File: src/rtl/xfr_router_pkg.sv
package xfr_router_pkg;
    localparam int EN_W   = 8;
    localparam int CNT_W  = 16;
    localparam int ADDR_W = 7;
    localparam int DATA_W = 16;
    typedef logic [CNT_W-1:0] cnt_t;
endpackage

File: src/rtl/xfr_prio_pick.sv
// Lowest-index-first selector.
module xfr_prio_pick #(
    parameter int N  = 8,
    parameter int IW = $clog2(N)
) (
    input  logic [N-1:0]  req,
    output logic          any,
    output logic [IW-1:0] idx
);
    always_comb begin
        any = |req;
        idx = '0;
        for (int i = N - 1; i >= 0; i--) begin
            if (req[i]) idx = IW'(i);
        end
    end
endmodule

File: src/rtl/xfr_enable_bank.sv
// Enable registers with a fixed mask of backed bits and a clear vector.
module xfr_enable_bank
    import xfr_router_pkg::*;
#(
    parameter int NUM_REGS = 6,
    parameter logic [NUM_REGS*EN_W-1:0] MASK = '1,
    localparam int N = NUM_REGS * EN_W,
    localparam int RSEL_W = $clog2(NUM_REGS)
) (
    input  logic              clk,
    input  logic              rst_n,
    input  logic              wr_en,
    input  logic [RSEL_W-1:0] wr_sel,
    input  logic [EN_W-1:0]   wr_data,
    input  logic [N-1:0]      clr,
    input  logic [RSEL_W-1:0] rd_sel,
    output logic [EN_W-1:0]   rd_data,
    output logic [N-1:0]      en
);
    typedef struct packed {
        logic [N-1:0] en;
    } state_t;

    state_t cur_q, nxt_d;

    always_comb begin
        nxt_d = cur_q;
        if (wr_en && int'(wr_sel) < NUM_REGS) begin
            nxt_d.en[int'(wr_sel)*EN_W +: EN_W] = wr_data & MASK[int'(wr_sel)*EN_W +: EN_W];
        end
        nxt_d.en = nxt_d.en & ~clr;
    end

    always_ff @(posedge clk) begin
        if (!rst_n) cur_q <= '0;
        else        cur_q <= nxt_d;
    end

    always_comb begin
        rd_data = '0;
        if (int'(rd_sel) < NUM_REGS) rd_data = cur_q.en[int'(rd_sel)*EN_W +: EN_W];
    end

    assign en = cur_q.en;

    p_clear_wins_r6: assert property (@(posedge clk) disable iff (!rst_n)
        (|clr) |=> ((en & $past(clr)) == '0));
endmodule

File: src/rtl/xfr_count_bank.sv
// Per-source remaining-transfer counters with a register port and a decrement port.
module xfr_count_bank
    import xfr_router_pkg::*;
#(
    parameter int N = 48,
    localparam int IW = $clog2(N)
) (
    input  logic          clk,
    input  logic          rst_n,
    input  logic          wr_en,
    input  logic [IW-1:0] wr_idx,
    input  cnt_t          wr_data,
    input  logic          dec_en,
    input  logic [IW-1:0] dec_idx,
    output cnt_t          dec_cnt,
    input  logic [IW-1:0] rd_idx,
    output cnt_t          rd_data
);
    typedef struct packed {
        logic [N-1:0][CNT_W-1:0] cnt;
    } state_t;

    state_t cur_q, nxt_d;

    always_comb begin
        nxt_d = cur_q;
        if (dec_en && int'(dec_idx) < N) nxt_d.cnt[dec_idx] = cur_q.cnt[dec_idx] - cnt_t'(1);
        if (wr_en && int'(wr_idx) < N)   nxt_d.cnt[wr_idx]  = wr_data;
    end

    always_ff @(posedge clk) begin
        if (!rst_n) cur_q <= '0;
        else        cur_q <= nxt_d;
    end

    assign dec_cnt = (int'(dec_idx) < N) ? cur_q.cnt[dec_idx] : '0;
    assign rd_data = (int'(rd_idx) < N)  ? cur_q.cnt[rd_idx]  : '0;

    p_dec_by_one_r5: assert property (@(posedge clk) disable iff (!rst_n)
        (dec_en && int'(dec_idx) < N && !(wr_en && wr_idx == dec_idx))
        |=> (cur_q.cnt[$past(dec_idx)] == cnt_t'($past(dec_cnt) - cnt_t'(1))));
endmodule

File: src/rtl/xfr_router.sv
// Routes interrupt lines either to transfer service or to the processor.
module xfr_router
    import xfr_router_pkg::*;
#(
    parameter int NUM_EN_REGS = 6,
    parameter int NUM_FIXED   = 4,
    parameter logic [NUM_EN_REGS*EN_W-1:0] EN_MASK = 48'h01_66_73_77_33_11,
    localparam int N      = NUM_EN_REGS * EN_W,
    localparam int SRC_W  = $clog2(N),
    localparam int TOT    = N + NUM_FIXED,
    localparam int VEC_W  = $clog2(TOT),
    localparam int RSEL_W = $clog2(NUM_EN_REGS)
) (
    input  logic                 clk,
    input  logic                 rst_n,
    input  logic [ADDR_W-1:0]    reg_addr,
    input  logic                 reg_wr,
    input  logic [DATA_W-1:0]    reg_wdata,
    output logic [DATA_W-1:0]    reg_rdata,
    input  logic [N-1:0]         irq_src,
    input  logic [NUM_FIXED-1:0] irq_fixed,
    output logic                 xfer_req,
    output logic [SRC_W-1:0]     xfer_src,
    input  logic                 xfer_ack,
    output logic                 cpu_irq,
    output logic [VEC_W-1:0]     cpu_vec,
    input  logic                 cpu_ack
);
    typedef struct packed {
        logic [N-1:0]     pend;
        logic [N-1:0]     armed;
        logic             req_v;
        logic [SRC_W-1:0] req_idx;
        logic             tc_v;
        logic [VEC_W-1:0] tc_vec;
        logic             out_v;
        logic [VEC_W-1:0] out_vec;
    } state_t;

    state_t cur_q, nxt_d;

    // register decode
    logic [5:0] addr_lo;
    logic       en_hit, cnt_hit;
    assign addr_lo = reg_addr[5:0];
    assign en_hit  = !reg_addr[6] && (int'(addr_lo) < NUM_EN_REGS);
    assign cnt_hit = reg_addr[6] && (int'(addr_lo) < N);

    logic [N-1:0]    en, clr_vec;
    logic [EN_W-1:0] en_rd;
    cnt_t            cnt_rd, dec_cnt;
    logic            ack_fire, tc_now;

    assign ack_fire = cur_q.req_v && xfer_ack;
    assign tc_now   = ack_fire && (dec_cnt == cnt_t'(1));

    always_comb begin
        clr_vec = '0;
        if (tc_now) clr_vec[cur_q.req_idx] = 1'b1;
    end

    xfr_enable_bank #(.NUM_REGS(NUM_EN_REGS), .MASK(EN_MASK)) u_en (
        .clk(clk), .rst_n(rst_n),
        .wr_en(reg_wr && en_hit), .wr_sel(addr_lo[RSEL_W-1:0]),
        .wr_data(reg_wdata[EN_W-1:0]), .clr(clr_vec),
        .rd_sel(addr_lo[RSEL_W-1:0]), .rd_data(en_rd), .en(en)
    );

    xfr_count_bank #(.N(N)) u_cnt (
        .clk(clk), .rst_n(rst_n),
        .wr_en(reg_wr && cnt_hit), .wr_idx(addr_lo[SRC_W-1:0]), .wr_data(reg_wdata),
        .dec_en(ack_fire), .dec_idx(cur_q.req_idx), .dec_cnt(dec_cnt),
        .rd_idx(addr_lo[SRC_W-1:0]), .rd_data(cnt_rd)
    );

    always_comb begin
        reg_rdata = '0;
        if (en_hit)       reg_rdata = {{(DATA_W-EN_W){1'b0}}, en_rd};
        else if (cnt_hit) reg_rdata = cnt_rd;
    end

    // selectors
    logic             tx_any, pt_any;
    logic [SRC_W-1:0] tx_idx;
    logic [VEC_W-1:0] pt_idx;

    xfr_prio_pick #(.N(N), .IW(SRC_W)) u_tx_pick (
        .req(cur_q.pend & en), .any(tx_any), .idx(tx_idx)
    );
    xfr_prio_pick #(.N(TOT), .IW(VEC_W)) u_pt_pick (
        .req({irq_fixed, irq_src & ~en}), .any(pt_any), .idx(pt_idx)
    );

    always_comb begin
        nxt_d = cur_q;
        // re-arm a source once its line is seen low
        nxt_d.armed = cur_q.armed | ~irq_src;
        if (ack_fire) nxt_d.armed[cur_q.req_idx] = 1'b0;
        nxt_d.pend = (cur_q.pend | (irq_src & nxt_d.armed)) & en;
        if (ack_fire) begin
            nxt_d.pend[cur_q.req_idx] = 1'b0;
            nxt_d.req_v = 1'b0;
        end
        // launch one transfer at a time, never while a terminal interrupt waits
        if (!cur_q.req_v && !cur_q.tc_v && tx_any) begin
            nxt_d.req_v   = 1'b1;
            nxt_d.req_idx = tx_idx;
        end
        // processor output slot
        if (cur_q.out_v && cpu_ack) nxt_d.out_v = 1'b0;
        if (!cur_q.out_v) begin
            if (cur_q.tc_v) begin
                nxt_d.out_v   = 1'b1;
                nxt_d.out_vec = cur_q.tc_vec;
                nxt_d.tc_v    = 1'b0;
            end else if (tc_now) begin
                nxt_d.out_v   = 1'b1;
                nxt_d.out_vec = VEC_W'(cur_q.req_idx);
            end else if (pt_any) begin
                nxt_d.out_v   = 1'b1;
                nxt_d.out_vec = pt_idx;
            end
        end else if (tc_now) begin
            nxt_d.tc_v   = 1'b1;
            nxt_d.tc_vec = VEC_W'(cur_q.req_idx);
        end
    end

    always_ff @(posedge clk) begin
        if (!rst_n) begin
            cur_q       <= '0;
            cur_q.armed <= '1;
        end else begin
            cur_q <= nxt_d;
        end
    end

    assign xfer_req = cur_q.req_v;
    assign xfer_src = cur_q.req_idx;
    assign cpu_irq  = cur_q.out_v;
    assign cpu_vec  = cur_q.out_vec;

    p_req_hold_r4: assert property (@(posedge clk) disable iff (!rst_n)
        (xfer_req && !xfer_ack) |=> (xfer_req && $stable(xfer_src)));
    p_single_outstanding_r9: assert property (@(posedge clk) disable iff (!rst_n)
        (xfer_req && xfer_ack) |=> !xfer_req);
    p_cpu_hold_r8: assert property (@(posedge clk) disable iff (!rst_n)
        (cpu_irq && !cpu_ack) |=> (cpu_irq && $stable(cpu_vec)));
    p_no_launch_waiting_tc_r10: assert property (@(posedge clk) disable iff (!rst_n)
        $rose(xfer_req) |-> !$past(cur_q.tc_v));
    p_backed_source_r2: assert property (@(posedge clk) disable iff (!rst_n)
        xfer_req |-> EN_MASK[xfer_src]);
endmodule

File: config.mk
export PLATFORM = sky130hd
export DESIGN_NAME = xfr_router
export DESIGN_NICKNAME = d
export VERILOG_FILES = /design/src/rtl/xfr_router_pkg.sv /design/src/rtl/xfr_prio_pick.sv /design/src/rtl/xfr_enable_bank.sv /design/src/rtl/xfr_count_bank.sv /design/src/rtl/xfr_router.sv
export SDC_FILE = /design/constraint.sdc
export NUM_CORES = 2
export LEC_CHECK = 0
export BUFFER_PORTS_ARGS = -buffer_cell sky130_fd_sc_hd__buf_4
export CAP_MARGIN = 20
export CORE_ASPECT_RATIO = 0.9
export CORE_MARGIN = 4
export CORE_UTILIZATION = 40
export DETAILED_ROUTE_END_ITERATION = 10
export PLACE_DENSITY = 0.58
export SYNTH_ARGS = -nofsm -noshare
export SYNTH_HDL_FRONTEND = slang
export SYNTH_SLANG_ARGS = --single-unit
File: constraint.sdc
create_clock -name clk -period 4.5 [get_ports clk]
set_input_delay 0.9 -clock clk [delete_from_list [all_inputs] [get_ports clk]]
set_output_delay 0.9 -clock clk [all_outputs]
set_load 0.03 [all_outputs]
==> metrics.log <==
INFO  metric fin_hold_ws = 432 ps
INFO  metric worst_setup_path_endpoint = u_cnt.cur_q[74]$_SDFF_PN0_
INFO  metric final-hold-violation-count = 0
INFO  metric grt_antenna_before_repair = 31
INFO  metric layout_min_cycle_time = 4580 ps
INFO  metric grt_setup_unrepaired = yes
INFO  metric detail_route.first_pass.iterations = 10
INFO  metric ys_ff_latch = 933
INFO  metric max_cap_viol_count = 0
INFO  metric crit_chain = buf_12 > buf_12 > and3b_2 > buf_12 > buf_4 > a222oi_1 > o32a_1 > o2111ai_1 > or4_4 > inv_1 > ha_4 > buf_4 > nand3_1 > xnor2_2 > buf_4 > buf_12 > nand2_1 > a31oi_1
INFO  metric yosysWarningCount = 0
INFO  metric critPathTopFamily = buffers and inverters
INFO  metric nNetsFinal = 7123
INFO  metric worst-r2r-setup-slack = -80 ps
INFO  metric path_clk_slew = 60 ps
INFO  metric worstReg2RegStart = xfer_src[0]$_SDFFE_PN0P_
INFO  metric cpPeakStageDelay = 620 ps
INFO  metric drtIter0Drc = 12200
INFO  metric worstSkewPairLatency = 770 ps
INFO  metric hold_class = in -> reg
INFO  metric fmax = 0.218 GHz
INFO  metric globalRoute.totalOverflow = 0
INFO  metric detail_route.wl_per_cell = 36.6 um
INFO  metric totalWireLength = 325000 um
INFO  metric worstMarginPinSlew = 1420 ps
INFO  metric power.density_cell_area = 297 nW/um2
INFO  metric worstRegToRegCells = 18
INFO  metric run_status = complete, but fails checks
INFO  metric post_route_setup_tns = -1890 ps
INFO  metric placeableCoreArea = 131000 um2
INFO  metric cts_num_sinks = 933
INFO  metric finClkSkew = 33.1 ps
INFO  metric synthDistinctLibCells = 87
INFO  metric rows = 126
INFO  metric cts_root_buf = sky130_fd_sc_hd__clkbuf_16
INFO  metric final.period_utilization = 1.02
INFO  metric number_of_buffers_on_the_longest_clock_path = 3
INFO  metric synthesis.area_per_instance = 7.73 um2
INFO  metric drc_violation_count_after_routing = 0
INFO  metric required_time_at_the_endpoint_of_the_critical_path = 5170 ps
INFO  metric violations = setup timing
INFO  metric start_kind = flop
INFO  metric asyncSetResetFlopFracSynth = 0
INFO  metric hpwl = 226000 um
INFO  metric place.port_buffers = 109
INFO  metric crit_start = xfer_src[0]$_SDFFE_PN0P_
INFO  metric maxSlewHeadroom = 0.0547
INFO  metric floorplan.die_area = 138000 um2
INFO  metric post_cts_hold_buffer_count = 0
INFO  metric cp_data_arrival_time = 5250 ps
INFO  metric finalMaxSlewViolations = 0
INFO  metric syn-instance-count = 6845
INFO  metric timing_worst_setup_path_type = reg -> reg
INFO  metric synth_edf_count = 0
INFO  metric timing.critical_path.to_type = flop
INFO  metric timing.rr.end = u_cnt.cur_q[74]$_SDFF_PN0_
INFO  metric final_cell_mix = 1335 x sky130_fd_sc_hd__nand2_1, 930 x sky130_fd_sc_hd__dfxtp_1, 722 x sky130_fd_sc_hd__buf_4, 619 x sky130_fd_sc_hd__o21ai_0, 528 x sky130_fd_sc_hd__a21oi_1
INFO  metric finalWorstSetupSlack = -79.5 ps
INFO  metric avgViaCountPerCell = 7.14
INFO  metric boundaryPins = 110
INFO  metric pin_count_of_the_biggest_net_entering_global_routing = 116
INFO  metric cts_made_buffers = 108
INFO  metric mappedNetlistArea = 52900 um2
INFO  metric area_delta_synth_final = 20.3%
INFO  metric ant_nets = 0
INFO  metric power.ir.vdd_worst = 298 uV
INFO  metric dieHeight = 353 um
INFO  metric synth_flop_cell = sky130_fd_sc_hd__dfxtp_1
INFO  metric drive_gt1_frac = 0.174
INFO  metric place_ws = -366 ps
INFO  metric htreeDepth = 3
INFO  metric die_w = 391 um
INFO  metric yosysSeqAreaShare = 0.353
INFO  metric vias = 63300
INFO  metric postSynthNetCount = 6933
INFO  metric critical_path.slowest_cell = sky130_fd_sc_hd__or4_4
INFO  metric timing.critical_path.depth = 18
INFO  metric worst-path-max-fanout = 16
INFO  metric static-leakage-power = 22.7 nW
INFO  metric via_count_of_the_first_global_routing_pass = 56500
INFO  metric critical_path_most_common_cell = sky130_fd_sc_hd__buf_12
INFO  metric tritoncts_clock_tree = done
INFO  metric setup_viol = 78
INFO  metric global_route_wire_length_before_repair = 447000 um
INFO  metric grt.total_usage = 0.448
INFO  metric n_fill_cell = 12800
INFO  metric mostFrequentLayoutCell = sky130_fd_sc_hd__nand2_1
INFO  metric placed_cells = 8645
INFO  metric number_of_buffers_and_inverters_on_the_critical_path = 8
INFO  metric finalWeightedCongestion = 1.06
INFO  metric instances_no_fill = 8870
INFO  metric initial_utilization = 0.403
INFO  metric finalCoreUtilization = 0.485
-- through the flow --
step                area [um2]  power [mW]
floorplan                52900        9.06
global placement         59700        9.69
detailed placement       59700        9.70
CTS                      63400        18.8
global route             63600        19.2
finish                   63700        18.9
-- tightest hold or removal path, cell delays in order --
cell,delay [ps]
sky130_fd_sc_hd__buf_4,90
sky130_fd_sc_hd__a21oi_1,50
sky130_fd_sc_hd__nor3_1,110
-- where the power goes --
part | switching [mW] | internal, mW
clock network | 4.04 | 5.24
logic | 0.959 | 0.339
registers | 0.0300 | 8.28
-- metal layers --
layer,up-vias,share of wire,GRT usage
met1,30600,0.39,0.600
met2,5491,0.38,0.598
met3,1140,0.16,0.184
li1,26100,-,-
met5,-,0.00018,0
met4,10,0.070,0.253
-- worst min-delay path by stage --
stage | startpoint | endpoint | slack, ps | depth (start not counted)
after floorplan | u_en.en[33]$_SDFF_PN0_ | cur_q[102]$_SDFF_PN0_ | 450 | 2
after global placement | u_cnt.cur_q[557]$_SDFF_PN0_ | u_cnt.cur_q[557]$_SDFF_PN0_ | 470 | 2
after detailed placement | u_cnt.cur_q[93]$_SDFF_PN0_ | u_cnt.cur_q[93]$_SDFF_PN0_ | 480 | 2
after CTS | cpu_ack | cpu_irq$_SDFF_PN0_ | 400 | 3
after global routing | irq_src[37] | cur_q[106]$_SDFF_PN0_ | 440 | 3
final | irq_src[37] | cur_q[106]$_SDFF_PN0_ | 430 | 3
-- kinds of logic (layout without fill, tap and decap cells) --
group                      after synthesis  count (layout)  share of synthesized area
buffers and inverters                  767            1047                     0.0600
other                                    0              17                          0
adders and majority gates                8               8                    0.00189
muxes                                  197             197                     0.0513
and+or+nand+nor                       2025            2025                      0.168
AOI/OAI and AO/OA                     2902            2902                      0.363
DFF                                    933             933                      0.353
xor gates and xnor gates                13              13                    0.00215
-- cell usage after synthesis, drive strengths merged, types with 10 or more instances --
| cell | n | area (um2) |
|---|---|---|
| or3 | 30 | 188 |
| o211a | 197 | 1970 |
| a211oi | 26 | 205 |
| mux2 | 55 | 619 |
| nand2b | 40 | 250 |
| a221o | 23 | 230 |
| a22oi | 379 | 2850 |
| mux4 | 54 | 1220 |
| o221ai | 10 | 87.6 |
| clkbuf | 582 | 2180 |
| nor2 | 178 | 708 |
| nand4 | 59 | 384 |
| o211ai | 311 | 2330 |
| and3 | 10 | 62.6 |
| buf | 164 | 910 |
| mux2i | 88 | 881 |
| a221oi | 143 | 1250 |
| o22a | 12 | 105 |
| nand3 | 88 | 440 |
| nand2 | 1337 | 5020 |
| and2 | 31 | 194 |
| inv | 17 | 63.8 |
| dfxtp | 933 | 18700 |
| nor2b | 107 | 669 |
| o21ai | 624 | 3120 |
| a21boi | 37 | 278 |
| a22o | 57 | 499 |
| o22ai | 51 | 319 |
| nor4 | 13 | 96.3 |
| a31oi | 426 | 2670 |
| nor3 | 80 | 417 |
| a41oi | 16 | 140 |
| a21oi | 533 | 2670 |
-- registers in the layout, summed over array words and instances (netlist names) --
register	cells
xfer_src	6
cpu_vec	6
u_cnt.cur_q	768
u_en.en	48
cur_q	103
cpu_irq	1
xfer_req	1
-- repair_timing --
action / CTS / global route
pin swaps: 3 / 11
resized for setup: 13 / 39
endpoints found under the setup margin: 372 / 440
setup buffers: 2 / 6
-- cell type report --
class	instances	area [um2]	share of cell area
timing repair buffer	826	7400	0.116
multi-input combinational	5145	31700	0.497
antenna	17	42.5	0.000668
clock buffer	154	3210	0.0504
clock inverter	46	407	0.00639
tap	1728	2160	0.0340
sequential	933	18700	0.294
inverter	21	90.1	0.00142
(Power assumes the default switching activity.)
